==> src/rtl/parity_guard_pkg.sv <==
package parity_guard_pkg;
  localparam int DATA_W     = 16;
  localparam int LANES      = DATA_W / 8;
  localparam int REG_W      = 16;
  localparam int BIT_EN     = 0;
  localparam int BIT_HALT   = 1;
  localparam int BIT_ODD_LO = 2;
  localparam int BIT_ODD_HI = 3;
  localparam int BIT_STICKY = REG_W - 1;

  // Strobes from control to datapath for the current access
  typedef struct packed {
    logic             genEn;     // parity generation allowed
    logic             chkEn;     // check this read
    logic             oddSense;  // sense of the addressed 4K half
    logic [LANES-1:0] laneWe;    // per-lane write strobes
  } dpStrobe_t;
endpackage

==> src/rtl/parity_guard_dp.sv <==
module parity_guard_dp
  import parity_guard_pkg::*;
(
  input  dpStrobe_t         strb,
  input  logic [DATA_W-1:0] accWrData,
  input  logic [DATA_W-1:0] memRdData,
  input  logic [LANES-1:0]  memRdPar,
  output logic [LANES-1:0]  memWe,
  output logic [LANES-1:0]  memWrPar,
  output logic [LANES-1:0]  laneErr
);
  assign memWe = strb.laneWe;

  for (genvar l = 0; l < LANES; l++) begin : gLane
    logic [7:0] wrByte;
    logic [7:0] rdByte;
    logic       rdOnes;
    assign wrByte      = accWrData[l*8 +: 8];
    assign rdByte      = memRdData[l*8 +: 8];
    assign rdOnes      = ^rdByte ^ memRdPar[l];
    assign memWrPar[l] = strb.genEn & ((^wrByte) ^ strb.oddSense);
    assign laneErr[l]  = strb.chkEn & (rdOnes != strb.oddSense);
  end
endmodule

==> src/rtl/parity_guard_ctrl.sv <==
module parity_guard_ctrl
  import parity_guard_pkg::*;
#(
  parameter int ADDR_W   = 17,
  parameter int NUM_SECT = 16
) (
  input  logic                        clk,
  input  logic                        rstN,
  input  logic                        parityStrap,
  input  logic [$clog2(NUM_SECT)-1:0] regSel,
  input  logic                        regWrEn,
  input  logic [REG_W-1:0]            regWrData,
  output logic [REG_W-1:0]            regRdData,
  input  logic                        accValid,
  input  logic                        accWrite,
  input  logic [ADDR_W-1:0]           accAddr,
  input  logic [LANES-1:0]            accByteEn,
  input  logic [LANES-1:0]            laneErr,
  output dpStrobe_t                   strb,
  output logic                        haltReq,
  output logic                        trapReq,
  output logic [ADDR_W-1:0]           errAddr
);
  localparam int SEL_W    = $clog2(NUM_SECT);
  localparam int SECT_LSB = ADDR_W - SEL_W;
  localparam int BLK_BIT  = SECT_LSB - 1;

  logic [NUM_SECT-1:0] cfgEn, cfgHalt, cfgOddLo, cfgOddHi, sticky;
  logic [SEL_W-1:0]    accSect;
  logic                blkUpper;
  logic                errNow;
  logic                unusedWrBits;

  assign accSect      = accAddr[ADDR_W-1:SECT_LSB];
  assign blkUpper     = accAddr[BLK_BIT];
  assign errNow       = |laneErr;
  assign unusedWrBits = ^regWrData[BIT_STICKY-1:BIT_ODD_HI+1];

  always_comb begin
    strb.genEn    = parityStrap;
    strb.chkEn    = parityStrap & accValid & ~accWrite & cfgEn[accSect];
    strb.oddSense = blkUpper ? cfgOddHi[accSect] : cfgOddLo[accSect];
    strb.laneWe   = (accValid && accWrite) ? accByteEn : '0;
  end

  for (genvar g = 0; g < NUM_SECT; g++) begin : gSect
    logic selHit, errHit;
    assign selHit = regWrEn && (regSel == SEL_W'(g));
    assign errHit = errNow && (accSect == SEL_W'(g));
    always_ff @(posedge clk) begin
      if (!rstN) begin
        cfgEn[g]    <= 1'b0;
        cfgHalt[g]  <= 1'b0;
        cfgOddLo[g] <= 1'b0;
        cfgOddHi[g] <= 1'b0;
        sticky[g]   <= 1'b0;
      end else begin
        if (selHit) begin
          cfgEn[g]    <= regWrData[BIT_EN];
          cfgHalt[g]  <= regWrData[BIT_HALT];
          cfgOddLo[g] <= regWrData[BIT_ODD_LO];
          cfgOddHi[g] <= regWrData[BIT_ODD_HI];
          if (regWrData[BIT_STICKY]) sticky[g] <= 1'b0;
        end
        if (errHit) sticky[g] <= 1'b1;  // set wins over clear
      end
    end
  end

  always_comb begin
    regRdData             = '0;
    regRdData[BIT_EN]     = cfgEn[regSel];
    regRdData[BIT_HALT]   = cfgHalt[regSel];
    regRdData[BIT_ODD_LO] = cfgOddLo[regSel];
    regRdData[BIT_ODD_HI] = cfgOddHi[regSel];
    regRdData[BIT_STICKY] = sticky[regSel];
  end

  always_ff @(posedge clk) begin
    if (!rstN) begin
      haltReq <= 1'b0;
      trapReq <= 1'b0;
      errAddr <= '0;
    end else begin
      haltReq <= errNow & cfgHalt[accSect];
      trapReq <= errNow & ~cfgHalt[accSect];
      if (errNow) errAddr <= accAddr;
    end
  end

  p_req_exclusive_r6: assert property (@(posedge clk) disable iff (!rstN)
    !(haltReq && trapReq));
  p_strap_off_quiet_r8: assert property (@(posedge clk) disable iff (!rstN)
    !parityStrap |=> !(haltReq || trapReq));
  p_write_quiet_r5: assert property (@(posedge clk) disable iff (!rstN)
    (accValid && accWrite) |=> !(haltReq || trapReq));
  p_disabled_quiet_r7: assert property (@(posedge clk) disable iff (!rstN)
    (accValid && !accWrite && !cfgEn[accSect]) |=> !(haltReq || trapReq));
  p_sticky_follows_r9: assert property (@(posedge clk) disable iff (!rstN)
    (haltReq || trapReq) |-> sticky[errAddr[ADDR_W-1:SECT_LSB]]);
  p_capture_addr_r10: assert property (@(posedge clk) disable iff (!rstN)
    (haltReq || trapReq) |-> errAddr == $past(accAddr));
endmodule

==> src/rtl/parity_guard.sv <==
module parity_guard
  import parity_guard_pkg::*;
#(
  parameter int ADDR_W   = 17,
  parameter int NUM_SECT = 16
) (
  input  logic                        clk,
  input  logic                        rstN,
  input  logic                        parityStrap,
  input  logic [$clog2(NUM_SECT)-1:0] regSel,
  input  logic                        regWrEn,
  input  logic [REG_W-1:0]            regWrData,
  output logic [REG_W-1:0]            regRdData,
  input  logic                        accValid,
  input  logic                        accWrite,
  input  logic [ADDR_W-1:0]           accAddr,
  input  logic [LANES-1:0]            accByteEn,
  input  logic [DATA_W-1:0]           accWrData,
  output logic [LANES-1:0]            memWe,
  output logic [LANES-1:0]            memWrPar,
  input  logic [DATA_W-1:0]           memRdData,
  input  logic [LANES-1:0]            memRdPar,
  output logic                        haltReq,
  output logic                        trapReq,
  output logic [ADDR_W-1:0]           errAddr
);
  dpStrobe_t        strb;
  logic [LANES-1:0] laneErr;

  parity_guard_ctrl #(.ADDR_W(ADDR_W), .NUM_SECT(NUM_SECT)) uCtrl (
    .clk(clk), .rstN(rstN), .parityStrap(parityStrap),
    .regSel(regSel), .regWrEn(regWrEn), .regWrData(regWrData), .regRdData(regRdData),
    .accValid(accValid), .accWrite(accWrite), .accAddr(accAddr), .accByteEn(accByteEn),
    .laneErr(laneErr), .strb(strb),
    .haltReq(haltReq), .trapReq(trapReq), .errAddr(errAddr)
  );

  parity_guard_dp uDp (
    .strb(strb), .accWrData(accWrData), .memRdData(memRdData), .memRdPar(memRdPar),
    .memWe(memWe), .memWrPar(memWrPar), .laneErr(laneErr)
  );
endmodule

==> config.mk <==
export PLATFORM = sky130hd
export DESIGN_NAME = parity_guard
export DESIGN_NICKNAME = d
export VERILOG_FILES = /design/src/rtl/parity_guard_pkg.sv /design/src/rtl/parity_guard_dp.sv /design/src/rtl/parity_guard_ctrl.sv /design/src/rtl/parity_guard.sv
export SDC_FILE = /design/constraint.sdc
export NUM_CORES = 1
export LEC_CHECK = 0
export ABC_CLOCK_PERIOD_IN_PS = 3600
export BUFFER_PORTS_ARGS = -buffer_cell sky130_fd_sc_hd__buf_2
export CORE_MARGIN = 1.5
export CORE_UTILIZATION = 25
export CTS_CLUSTER_DIAMETER = 30
export DETAILED_ROUTE_END_ITERATION = 16
export HOLD_SLACK_MARGIN = 0.12
export PLACE_DENSITY = 0.41
export SYNTH_ARGS = -nofsm -noshare
export SYNTH_HDL_FRONTEND = slang
export SYNTH_SLANG_ARGS = --single-unit
==> constraint.sdc <==
create_clock -name clk -period 3.6 [get_ports clk]
set_input_delay 0.72 -clock clk [delete_from_list [all_inputs] [get_ports clk]]
set_output_delay 0.72 -clock clk [all_outputs]
set_load 0.05 [all_outputs]
# Yosys cells after proc, flatten, opt, wreduce, memory -nomap -nowiden

Cells that the tools add are included.

Register bits after elaboration: 99
Word-level logic and storage cells: 273

$lt $le $gt $ge: 2
Equal/unequal tests: 32
Mux-type cells: 53
Bitwise operators: 15
Reductions and logical operators: 88

Operators by type and width:

| operator             | number |
|---|---|
| $eq A4 B4 Y1 const B | 16 |
| $reduce_bool A2 Y1   | 32 |
| $mux W1              | 43 |
| $bmux W1 S4          | 9 |
| $logic_and A1 B1 Y1  | 33 |
| $eq A4 B3 Y1 const B | 8 |
| $reduce_and A2 Y1    | 16 |
| $reduce_xor A8 Y1    | 4 |
| $eq A4 B2 Y1 const B | 4 |
| $lt A4 B5 Y1 const B | 2 |
| $and A1 B1 Y1        | 9 |
| $eq A4 B1 Y1 const B | 2 |
| $logic_not A4 Y1     | 2 |
| $xor A1 B1 Y1        | 4 |
| $mux W2              | 1 |
| $ne A1 B1 Y1         | 2 |
| $not A1 Y1           | 2 |
| $reduce_or A2 Y1     | 1 |

# Logic depth before layout (Yosys ltp)

Depth in word-level cells: 9
Depth in mapped cells: 11

# Cells and area by module

From an unflattened synthesis, not the netlist that was laid out.

Cell total of the unflattened synthesis: 571
Area, all modules: 5,476.5 um2

By module, submodules not included:

| module            | times used | cells each | area each (um2) | seq. area each (um2) |
|---|---|---|---|---|
| parity_guard_ctrl | 1          | 535        | 5,111.2         | 1,981.9 |
| parity_guard_dp   | 1          | 36         | 365.4           | 0.0 |

# Worst setup path after synthesis

Ideal clock, no wire load.

Path kind: input port to output port
Start: in regSel[0]
End: out regRdData[2]
Data arrival time: 2.823 ns
Setup slack: 0.057 ns
Stages on the path: 4
Path buffers: 2
Cells stage by stage: clkbuf_1 > buf_1 > mux4_2 > mux4_2

Longest elaborated chain between the ends: 2

Ends and longest elaborated chain:

| element                       | line                    | RTL |
|---|---|---|
| start: declaration            | parity_guard.sv:10      | `input logic [$clog2(NUM_SECT)-1:0] regSel,` |
| $bmux W1 S4                   | parity_guard_ctrl.sv:74 | `regRdData[BIT_ODD_LO] = cfgOddLo[regSel];` |
| $mux W1 (implied by the code) | parity_guard_ctrl.sv:74 |  |
| end: declaration              | parity_guard.sv:13      | `output logic [REG_W-1:0] regRdData,` |

Every way passes these cells. The select of a mux whose other input is x is not followed.

# Worst setup path after layout

Start: in accAddr[13]
End: out memWrPar[1]

Longest elaborated chain between the ends: 5

Ends and longest elaborated chain:

| element                       | line                    | RTL |
|---|---|---|
| start: declaration            | parity_guard.sv:16      | `input logic [ADDR_W-1:0] accAddr,` |
| $bmux W1 S4                   | parity_guard_ctrl.sv:42 | `strb.oddSense = blkUpper ? cfgOddHi[accSect] : cfgOddLo[accSect];` |
| $mux W1 (implied by the code) | parity_guard_ctrl.sv:42 |  |
| $mux W1 *                     | parity_guard_ctrl.sv:42 |  |
| $xor A1 B1 Y1 *               | parity_guard_dp.sv:21   | `assign memWrPar[l] = strb.genEn & ((^wrByte) ^ strb.oddSense);` |
| $and A1 B1 Y1 *               | parity_guard_dp.sv:21   |  |
| end: declaration              | parity_guard.sv:20      | `output logic [LANES-1:0] memWrPar,` |

Mark *: on every way between the ends. The rest lies on a longest branch, timed or not. The select of a mux whose other input is x is not followed.

==> impl_results.rst <==
.. list-table::
   :header-rows: 1

   * - Metric
     - Value
   * - Max incr delay on CP
     - 550 ps
   * - Sequential cell area
     - 1980 um^2
   * - IO Port Bufs
     - 95
   * - Core utilization of the finished layout
     - 29.7%
   * - Antenna-violating nets left
     - 0
   * - Overall Global Routing Usage
     - 14.7%
   * - Mux cell area share after synthesis
     - 23.9%
   * - Syn_area_per_cell
     - 10.6 um^2
   * - Worst R2R End
     - uCtrl.sticky[15]
   * - Final number of max-transition violations
     - 0
   * - Worst Slack Setup Final
     - 147 ps
   * - Peak supply drop
     - 0.199 mV
   * - Most common library cell in the layout ignoring fill and taps
     - dfxtp_1
   * - Number of buffers inserted by hold repair at cts
     - 0
   * - Most frequent cells in the layout
     - dfxtp_1, buf_2, nand2_1
   * - Reported leakage power
     - 2.54 nW
   * - I/O pin cnt
     - 118
   * - Clk Latency, worst-skew pair
     - 360 ps
   * - Register area share after synthesis
     - 34.9%
   * - Largest family of logic cells by synthesized area
     - multiplexers
   * - Post-synth EDFFs
     - 0
   * - Post-Synth XOR/XNOR Area
     - 5.10%
   * - Synthesized-area fraction occupied by and/or/nand/nor cells
     - 13.6%
   * - Reg2Reg Setup Slack
     - 1070 ps
   * - Setup skew after layout
     - 13.0 ps
   * - Vias in the first global route
     - 4561
   * - Clock network power share
     - 37.1%
   * - Slew Limit Headroom
     - 46.7%
   * - Number of endpoints with negative hold slack in the final report
     - 0
   * - Number of cells on the worst reg-to-reg path
     - 7
   * - Half-perimeter wire length after placement
     - 12.8 mm
   * - Asr flop ratio synth
     - 0%
   * - Synth unique cells
     - 50
   * - Startpoint type of the worst setup path
     - input port
   * - Post-layout net count
     - 705
   * - Maximum net fanout on the critical path
     - 8
   * - Horizontal die dimension
     - 154 um
   * - Worst hold-check path type
     - flip-flop to flip-flop
   * - Post-synthesis cell count
     - 535
   * - Adder and majority gate portion of the synthesized area
     - 0%
   * - Cell total after placement
     - 900
   * - Endpoint class of the critical path
     - output pin
   * - Layout Cell Area excl Fill
     - 6690 um^2
   * - Dominant register cell in the synthesized netlist
     - dfxtp_1
   * - Beginning of the worst register-to-register path
     - uCtrl.cfgOddLo[15]
   * - Max Cap Violations
     - 0
   * - Final global-route overflow total
     - 0
   * - Worst setup path end
     - memWrPar[1]
   * - Setup repair after global routing missed its margin
     - false
   * - Area of the mapped netlist
     - 5690 um^2
   * - Number of storage elements in the synthesis netlist
     - 99
   * - Switching fraction of total power
     - 29.3%
   * - Area of the die
     - 23700 um^2
   * - Iteration-0 DRC count of the detailed router
     - 338
   * - Worst endpoint data arrival time
     - 2730 ps
   * - Setup violators final
     - 0
   * - Die height
     - 154 um
   * - Aggregate routed wire length
     - 16.9 mm
   * - Number of filler cells placed in the layout
     - 2337
   * - Average wire per cell in the routed design
     - 18.5 um
   * - Buffer type at the clock tree root
     - clkbuf_16
   * - Rows
     - 55
   * - Critical path data required time
     - 2880 ps
   * - CTS Buf Count
     - 9
   * - Synth-to-Final Area Change
     - 17.6%
   * - Fmax
     - 290 MHz
   * - Worst-path clk slew
     - 70 ps
   * - Number of antenna violations at the first check in global routing
     - 1
   * - Relative contribution of sequential cells to total power
     - 43.7%
   * - Total negative slack
     - 0 ps
   * - Complex-gate fraction of the synthesized area
     - 15.2%
   * - Total clock sinks
     - 99
   * - Run status
     - complete, no violations
   * - Share of the clock period used by the worst path
     - 95.9%
   * - Post-layout minimum cycle time
     - 3450 ps
   * - Placement-stage worst setup slack
     - 3.51 ps
   * - Maximum number of pins on one net before global-route repair
     - 48
   * - Number of warnings printed during yosys synthesis
     - 0
   * - DRC violations left
     - 0
   * - Combinational group share of total power
     - 19.2%
   * - Post-detailed-placement cell area
     - 6400 um^2
   * - Share of cells above drive strength 1
     - 30.4%
   * - Postcts setup bufs
     - 0
   * - Setup crit start
     - accAddr[13]
   * - Initial standard-cell utilization of the core
     - 25.3%
   * - Power dissipated by switching net loads
     - 0.751 mW
   * - GPL Wtd Cong
     - 0.807
   * - Vias per inst
     - 4.89
   * - Number of standard cells in the final layout excluding fillers
     - 916
   * - Number of iterations in the first detailed-routing pass
     - 4
   * - Area of the core region
     - 22500 um^2
   * - Global-route wire length before repair
     - 26.4 mm
   * - Cell with the largest stage delay on the worst path
     - mux4_1
   * - Cell Chain, Critical Path
     - buf_2, buf_4, mux4_1, a22oi_1, and3_1, or2_4, xnor2_1, and2_1, clkbuf_4
   * - CTS HTree Levels
     - 3
   * - CP Class
     - input port to output pin
   * - Combined area of the multi-input logic cells
     - 3340 um^2
   * - Vias post-DR
     - 4477
   * - Pwr/cell area
     - 383 nW/um^2
   * - P_int
     - 1.81 mW
   * - Deepest clock path buffer count
     - 2
   * - Slew @ Worst Pin
     - 800 ps
   * - TritonCTS clock tree
     - built
   * - Final antenna diode count
     - 0
[worst min-delay path by stage]
stage                     slack [ps]  depth (start not counted)          endpoint             start
after floorplan                  430                          2  uCtrl.sticky[14]  uCtrl.sticky[14]
after global placement           440                          2  uCtrl.sticky[14]  uCtrl.sticky[14]
after detailed placement         450                          2  uCtrl.sticky[13]  uCtrl.sticky[13]
after CTS                        460                          2  uCtrl.sticky[13]  uCtrl.sticky[13]
after global routing             480                          2  uCtrl.sticky[10]  uCtrl.sticky[10]
final                            460                          2  uCtrl.sticky[13]  uCtrl.sticky[13]
[synthesized netlist by cell type, types with 12 or more instances]
library cell  instances  area, um^2
o21ai_0              16        80.1
mux4_1               12         315
clkbuf_1             22        82.6
mux2i_1              38         380
nor2_1               14        52.6
xnor2_1              22         193
o221a_2              17         191
a21boi_0             28         210
mux4_2               29         653
o21a_1               18         135
nor2b_1              41         257
nand2_1              66         248
nand3_1              17        85.1
dfxtp_1              99        1980
[kinds of logic after synthesis]
logic type | Yosys count
and+or+nand+nor | 158
AOI/OAI and AO/OA | 109
DFF | 99
muxes | 80
buffers and inverters | 58
xor gates and xnor gates | 30
other | 1
[power by group through the flow]
stage          clock network (mW)  registers, mW  logic [mW]
2_1_floorplan                   0           1.15       0.352
3_3_place_gp                    0           1.14       0.483
3_5_place_dp                    0           1.14       0.492
4_1_cts                     0.985           1.12       0.493
5_1_grt                      1.04           1.12       0.530
6_report                    0.949           1.12       0.492
[layout make-up]
| class | instances | area share, % |
|---|---|---|
| multi-input cells | 388 | 49.9 |
| flip-flops and latches | 99 | 29.6 |
| repair buffers | 123 | 10.7 |
| well taps | 285 | 5.33 |
| clock buffers | 12 | 3.68 |
| clock inverters | 4 | 0.505 |
| inverters | 5 | 0.281 |
[timing repair]
action / in CTS / in global routing
endpoints found under the setup margin: 0 / 2
resized for setup: 0 / 4
hold endpoints to repair: 0 / 0
[registers in the layout, indices dropped and copies added (netlist names)]
name	count
uCtrl.cfgOddLo	16
uCtrl.cfgOddHi	16
uCtrl.trapReq	1
uCtrl.cfgEn	16
uCtrl.haltReq	1
uCtrl.sticky	16
uCtrl.cfgHalt	16
uCtrl.errAddr	17
[routing by layer]
metal  up-vias  wire, um  global-route usage (%)
met3        18       942                    3.80
li1       2105         -                       -
met5         -        13                       0
met4         2       231                    4.25
met1      2227      7740                    19.2
met2       125      7980                    23.8
[worst max-delay path, delay by kind of cell]
| family | cells | cell delay (ps) |
|---|---|---|
| AOI/OAI and AO/OA | 1 | 190 |
| xor gates and xnor gates | 1 | 110 |
| buffers and inverters | 3 | 560 |
| muxes | 1 | 550 |
| and+or+nand+nor | 3 | 600 |
[metrics by stage]
stage                     total power [mW]  hold slack (ps)
after CTS                             2.60              462
after global placement                1.63              441
after detailed placement              1.64              449
after floorplan                       1.51              434
final                                 2.56              459
after global routing                  2.69              480
No activity file was read; power rests on OpenSTA's default activity.
